File: config.mk
export PLATFORM = sky130hd
export DESIGN_NAME = pdma_chan
export DESIGN_NICKNAME = d
export VERILOG_FILES = /design/src/rtl/pdma_pkg.sv /design/src/rtl/pdma_regs.sv /design/src/rtl/pdma_stage_buf.sv /design/src/rtl/pdma_fsm.sv /design/src/rtl/pdma_chan.sv
export SDC_FILE = /design/constraint.sdc
export NUM_CORES = 1
export LEC_CHECK = 0
export ABC_AREA = 0
export CORE_AREA = 5 5 293 295
export DETAILED_ROUTE_END_ITERATION = 8
export DIE_AREA = 0 0 298 300
export PLACE_DENSITY = 0.79
export SLEW_MARGIN = 20
export SYNTH_ARGS = -nofsm -noshare
export SYNTH_HDL_FRONTEND = slang
export SYNTH_SLANG_ARGS = --single-unit
File: constraint.sdc
create_clock -name clk -period 7.6 [get_ports clk]
set_input_delay 2.28 -clock clk [delete_from_list [all_inputs] [get_ports clk]]
set_output_delay 2.28 -clock clk [all_outputs]
set_load 0.01 [all_outputs]
File: src/rtl/pdma_pkg.sv
package pdma_pkg;

    typedef enum logic [2:0] {
        S_IDLE,
        S_WAIT,
        S_READ,
        S_WRITE,
        S_UPDATE
    } pdma_state_e;

    localparam logic [1:0] REG_SRC  = 2'd0;
    localparam logic [1:0] REG_DST  = 2'd1;
    localparam logic [1:0] REG_LEN  = 2'd2;
    localparam logic [1:0] REG_CTRL = 2'd3;

    // control bits [9:2]
    typedef struct packed {
        logic       flow_tgt;
        logic       flow_src;
        logic       inc_dst;
        logic       inc_src;
        logic [1:0] burst_code;
        logic [1:0] width_code;
    } pdma_cfg_t;

    function automatic logic [2:0] width_bytes(input logic [1:0] code);
        unique case (code)
            2'b01:   return 3'd1;
            2'b10:   return 3'd2;
            default: return 3'd4;
        endcase
    endfunction

    function automatic logic [5:0] burst_bytes(input logic [1:0] bcode,
                                               input logic [1:0] wcode);
        unique case (bcode)
            2'b10:   return 6'd16;
            2'b11:   return (wcode == 2'b10) ? 6'd16 : 6'd32;
            default: return 6'd8;
        endcase
    endfunction

endpackage

File: src/rtl/pdma_regs.sv
module pdma_regs
    import pdma_pkg::*;
#(
    parameter int AW = 32,
    parameter int LW = 16
) (
    input  logic          clk,
    input  logic          rst_n,
    input  logic          cfg_we,
    input  logic [1:0]    cfg_addr,
    input  logic [31:0]   cfg_wdata,
    output logic [31:0]   cfg_rdata,
    input  logic          upd,
    input  logic [LW-1:0] step,
    output logic [AW-1:0] src,
    output logic [AW-1:0] dst,
    output logic [LW-1:0] len,
    output pdma_cfg_t     cfg,
    output logic          run,
    output logic          done
);

    always_ff @(posedge clk) begin
        if (!rst_n) begin
            src  <= '0;
            dst  <= '0;
            len  <= '0;
            cfg  <= '0;
            run  <= 1'b0;
            done <= 1'b0;
        end else if (upd) begin
            if (cfg.inc_src) src <= src + AW'(step);
            if (cfg.inc_dst) dst <= dst + AW'(step);
            len <= len - step;
            if (len == step) begin
                run  <= 1'b0;
                done <= 1'b1;
            end
        end else if (cfg_we && !run) begin
            unique case (cfg_addr)
                REG_SRC: src <= cfg_wdata[AW-1:0];
                REG_DST: dst <= cfg_wdata[AW-1:0];
                REG_LEN: len <= cfg_wdata[LW-1:0];
                REG_CTRL: begin
                    cfg <= cfg_wdata[9:2];
                    if (cfg_wdata[0]) begin
                        if (len == '0) begin
                            done <= 1'b1;
                        end else begin
                            run  <= 1'b1;
                            done <= 1'b0;
                        end
                    end
                end
            endcase
        end
    end

    always_comb begin
        unique case (cfg_addr)
            REG_SRC:  cfg_rdata = 32'(src);
            REG_DST:  cfg_rdata = 32'(dst);
            REG_LEN:  cfg_rdata = 32'(len);
            REG_CTRL: cfg_rdata = {22'd0, cfg, done, run};
        endcase
    end

endmodule

File: src/rtl/pdma_stage_buf.sv
module pdma_stage_buf #(
    parameter int DEPTH = 32,
    parameter int DW    = 32,
    localparam int IW   = $clog2(DEPTH)
) (
    input  logic          clk,
    input  logic          we,
    input  logic [IW-1:0] waddr,
    input  logic [DW-1:0] wdata,
    input  logic [IW-1:0] raddr,
    output logic [DW-1:0] rdata
);

    logic [DW-1:0] mem [DEPTH];

    always_ff @(posedge clk) begin
        if (we) mem[waddr] <= wdata;
    end

    assign rdata = mem[raddr];

endmodule

File: src/rtl/pdma_fsm.sv
module pdma_fsm
    import pdma_pkg::*;
#(
    parameter int AW    = 32,
    parameter int LW    = 16,
    parameter int DEPTH = 32,
    localparam int IW   = $clog2(DEPTH)
) (
    input  logic          clk,
    input  logic          rst_n,
    input  logic          run,
    input  pdma_cfg_t     cfg,
    input  logic [AW-1:0] src,
    input  logic [AW-1:0] dst,
    input  logic [LW-1:0] len,
    input  logic          dreq,
    input  logic          bus_gnt,
    output pdma_state_e   state,
    output logic [LW-1:0] step,
    output logic          upd,
    output logic          bus_req,
    output logic          bus_we,
    output logic [AW-1:0] bus_addr,
    output logic          buf_we,
    output logic [IW-1:0] idx
);

    pdma_state_e   nxt;
    logic [2:0]    wb;
    logic [1:0]    shamt;
    logic [LW-1:0] burst_len;
    logic [LW-1:0] beats;
    logic          last;
    logic          paced;
    logic [AW-1:0] offset;

    always_comb begin
        wb        = width_bytes(cfg.width_code);
        shamt     = (wb == 3'd1) ? 2'd0 : (wb == 3'd2) ? 2'd1 : 2'd2;
        burst_len = LW'(burst_bytes(cfg.burst_code, cfg.width_code));
        step      = (len < burst_len) ? len : burst_len;
        beats     = (step + LW'(wb) - LW'(1)) >> shamt;
        last      = (LW'(idx) == beats - LW'(1));
        paced     = cfg.flow_src | cfg.flow_tgt;
        offset    = AW'(idx) << shamt;
    end

    // state register
    always_ff @(posedge clk) begin
        if (!rst_n) state <= S_IDLE;
        else        state <= nxt;
    end

    // beat index inside a burst
    always_ff @(posedge clk) begin
        if (!rst_n) begin
            idx <= '0;
        end else if ((state == S_READ || state == S_WRITE) && bus_gnt) begin
            idx <= last ? '0 : idx + IW'(1);
        end else if (state == S_IDLE) begin
            idx <= '0;
        end
    end

    always_comb begin
        nxt = state;
        unique case (state)
            S_IDLE:   if (run) nxt = paced ? S_WAIT : S_READ;
            S_WAIT:   if (dreq) nxt = S_READ;
            S_READ:   if (bus_gnt && last) nxt = S_WRITE;
            S_WRITE:  if (bus_gnt && last) nxt = S_UPDATE;
            S_UPDATE: nxt = S_IDLE;
        endcase
    end

    // outputs
    always_comb begin
        bus_req  = 1'b0;
        bus_we   = 1'b0;
        bus_addr = '0;
        buf_we   = 1'b0;
        upd      = 1'b0;
        unique case (state)
            S_IDLE, S_WAIT: ;
            S_READ: begin
                bus_req  = 1'b1;
                bus_addr = src + (cfg.inc_src ? offset : '0);
                buf_we   = bus_gnt;
            end
            S_WRITE: begin
                bus_req  = 1'b1;
                bus_we   = 1'b1;
                bus_addr = dst + (cfg.inc_dst ? offset : '0);
            end
            S_UPDATE: upd = 1'b1;
        endcase
    end

endmodule

File: src/rtl/pdma_chan.sv
module pdma_chan
    import pdma_pkg::*;
#(
    parameter int AW        = 32,
    parameter int DW        = 32,
    parameter int LW        = 16,
    parameter int MAX_BURST = 32
) (
    input  logic          clk,
    input  logic          rst_n,
    input  logic          cfg_we,
    input  logic [1:0]    cfg_addr,
    input  logic [31:0]   cfg_wdata,
    output logic [31:0]   cfg_rdata,
    input  logic          dreq,
    output logic          bus_req,
    output logic          bus_we,
    output logic [AW-1:0] bus_addr,
    output logic [1:0]    bus_size,
    output logic [DW-1:0] bus_wdata,
    input  logic          bus_gnt,
    input  logic [DW-1:0] bus_rdata
);

    localparam int DEPTH = MAX_BURST;
    localparam int IW    = $clog2(DEPTH);

    pdma_state_e   state;
    pdma_cfg_t     cfg;
    logic [AW-1:0] src, dst;
    logic [LW-1:0] len, step;
    logic          run, done, upd, buf_we;
    logic [IW-1:0] idx;
    logic [DW-1:0] buf_rd;

    pdma_regs #(.AW(AW), .LW(LW)) u_regs (
        .clk(clk), .rst_n(rst_n), .cfg_we(cfg_we), .cfg_addr(cfg_addr),
        .cfg_wdata(cfg_wdata), .cfg_rdata(cfg_rdata), .upd(upd), .step(step),
        .src(src), .dst(dst), .len(len), .cfg(cfg), .run(run), .done(done)
    );

    pdma_fsm #(.AW(AW), .LW(LW), .DEPTH(DEPTH)) u_fsm (
        .clk(clk), .rst_n(rst_n), .run(run), .cfg(cfg), .src(src), .dst(dst),
        .len(len), .dreq(dreq), .bus_gnt(bus_gnt), .state(state), .step(step),
        .upd(upd), .bus_req(bus_req), .bus_we(bus_we), .bus_addr(bus_addr),
        .buf_we(buf_we), .idx(idx)
    );

    pdma_stage_buf #(.DEPTH(DEPTH), .DW(DW)) u_buf (
        .clk(clk), .we(buf_we), .waddr(idx), .wdata(bus_rdata),
        .raddr(idx), .rdata(buf_rd)
    );

    assign bus_size  = cfg.width_code;
    assign bus_wdata = bus_we ? buf_rd : '0;

endmodule

==> metrics.yaml <==
antenna_found_initial: 8
seqPwrFrac: 0.522
crit_required_ps: 5320
synth_area_leaders: "edfxtp_1 (61%), mux4_2 (15%), dfxtp_1 (4.1%), ha_1 (2.0%), nor2_1 (1.7%)"
path_buf_inv: 2
cts_hold_buf: 0
vdd_drop_max_mv: 0.205
path_cells: "inv_1 -> ha_4 -> mux2i_2 -> o22ai_1 -> and2_1 -> ha_1 -> a21o_1 -> a21oi_1 -> o21bai_1 -> a21oi_1 -> o21bai_1 -> a21oi_2 -> or4b_4 -> or2_2 -> nor2b_1 -> xor2_1 -> nor2_1 -> a211oi_1 -> dlygate4sd2_1"
via_per_inst: 6.96
synth-main-ff-cell: "edfxtp_1"
drc_errors: 0
netlist_top_cells_count: "edfxtp_1 (1024), mux4_2 (330), nor2_1 (224)"
hold_depth: 2
seqCellArea_mm2: 0.0328
ys_seq_area_frac: 0.656
ctsLongestPathBuffers: 3
arrival_ps: 5000
cts_tree: "built"
first_pass_iters: 7
synth_area_mm2: 0.0500
fin_crit_sh: 0.958
grt_setup_unrepaired: "false"
overflow: 0
die_x_um: 298
p_int_mw: 10.1
wl_per_cell_um: 32.5
pin_count: 171
grt_first_pass_wirelength_mm: 210
fillers: 5111
maxSlewHeadroom: 0.176
cp-start-kind: "flop"
syn_area_per_cell_um2: 16.4
tns_ps: 0
fmax_ghz: 0.137
hold_path_class: "reg -> reg"
clock_skew_ps: 37.4
area.growth.synth_to_final_pct: 14.1
synthCells: 3046
multi_input_area_mm2: 0.0167
cp_top_family: "simple AND/OR/NAND/NOR gates"
ant_nets: 0
synth.most_common_cell: "edfxtp_1"
clock-sinks: 1127
end_kind: "primary output"
setup_viol: 0
cp_max_fo: 11
rr_worst_depth: 24
clockPowerShare: 0.414
routed_wirelength_mm: 144
vias: 30900
final_util: 0.689
cpMaxStageDelayCell: "or4b_4"
pwr-share-comb: 0.063
p_leak_nw: 18.1
cp_num_cells: 19
dp_cells: 4234
clk_pin_slew_worst_paths_ps: 60
first_iter_violations: 4174
hold_viol: 0
slew_viol_final: 0
crit_type: "reg -> out"
cap_viol_max_count: 0
ys_types: 99
placed_area_mm2: 0.0535
initial_utilization: 0.604
slowest_delay_ps: 590
synth_top_cell_area_share: 0.615
swShare: 0.225
postLayoutCellArea_mm2: 0.0571
power.switching_mw: 2.94
final_layout_size_suffix_gt1_frac: 0.199
whs_ps: 551
ys_ff_latch: 1127
finalNonFillerCells: 4438
htreeDepth: 3
clock_tree.root_cell: "clkbuf_16"
status: "completed"
async_reset_ff_frac: 0
hpwl_mm: 80.5
powerDensity_mw_per_mm2: 229
num_rows: 106
fp.dieArea_mm2: 0.0894
grt_pass1_vias: 30800
die_y_um: 300
cts_buffers: 108
place_congestion: 0.899
coreArea_mm2: 0.0829
period_needed_ps: 7280
clk_latency_ps: 680
grt_start_max_net_pins: 69
io_buffers: 170
synth_edf_count: 1024
post-synth-top-area-cell: "edfxtp_1"
synth_warnings: 0
tightestPinTransition_ps: 1230
fin_nets: 3421
gr-usage-all-layers: 0.319
==> repair_timing <==
item,4_1_cts,5_1_grt
buffers inserted,0,2
pin swaps,0,1
endpoints found under the setup margin,13,14
gates resized for setup,6,11
==> through the flow <==
stage / total power [mW] / setup WS (ps)
final: 13.1 / 319
after detailed placement: 7.75 / 295
after global placement: 7.72 / 343
after global routing: 13.5 / 42.6
after floorplan: 7.48 / 245
after CTS: 13.1 / 66.8
==> layout make-up <==
cell class              count  share of cell area
clock buffers             125              0.0490
repair buffers            253              0.0430
flip-flops and latches   1127               0.575
clock inverters            71              0.0123
multi-input cells        1714               0.293
well taps                1080              0.0237
diodes                      6            0.000263
inverters                  62             0.00408
==> registers in the layout, indices dropped and copies added, names as in the netlist, named ones only <==
register,flops
u_regs.len,16
u_regs.done,1
u_fsm.idx,5
u_regs.run,1
u_fsm.state,3
u_regs.src,32
u_regs.cfg,8
u_buf.mem,1024
u_regs.dst,32
==> kinds of logic after synthesis <==
kind of cell	count (synthesis)	share of synthesized area
buf+inv	241	0.0188
fa+ha+maj	84	0.0218
simple gates	620	0.0592
xor+xnor	95	0.0169
other cells	2	0.000150
compound gates	466	0.0623
flops	1127	0.656
mux	411	0.165
==> worst paths after layout <==
kind,from,to,slack (ps)
setup / recovery,u_regs.cfg[0]$_SDFFE_PN0P_,bus_addr[26],320
hold reg to reg,u_regs.src[7]$_SDFFE_PN0P_,u_regs.src[7]$_SDFFE_PN0P_,550
hold / removal,u_regs.src[7]$_SDFFE_PN0P_,u_regs.src[7]$_SDFFE_PN0P_,550
setup reg to reg,u_regs.cfg[1]$_SDFFE_PN0P_,flop,830
==> layer usage <==
layer / wire (um) / global-route usage / vias up
li1: - / - / 12700
met1: 50700 / 0.414 / 15700
met5: 11 / 0 / -
met4: 6070 / 0.121 / 2
met2: 73700 / 0.548 / 2219
met3: 13600 / 0.0529 / 374
==> tightest hold or removal path, stage by stage (launching register included) <==
cell and delay (ps):
dfxtp_1 360, nand2_1 80, a21oi_1 60
==> placed cells by master (no fill, tap or decap), types with 26 or more instances in the layout <==
master	count
nor3_1	46
nand2_1	134
a211oi_1	26
mux4_2	330
edfxtp_1	1024
o21ai_0	101
nor2_1	191
clkbuf_16	109
clkinv_1	31
dfxtp_1	97
xnor2_1	56
buf_4	71
a31oi_1	33
nor2_4	32
xor2_1	37
inv_1	59
a21oi_1	96
nand3_1	56
a21o_1	26
ha_1	77
mux2i_1	72
clkdlybuf4s50_1	161
o22ai_1	28
conb_1	38
==> power by group through the flow <==
stage / Sequential (mW) / Clock [mW] / Combinational [mW]
floorplan: 6.93 / 0 / 0.544
global placement: 6.96 / 0 / 0.768
detailed placement: 6.96 / 0 / 0.795
CTS: 6.83 / 5.45 / 0.807
global route: 6.83 / 5.74 / 0.899
finish: 6.83 / 5.41 / 0.827
Power figures use the tool's default switching activity.
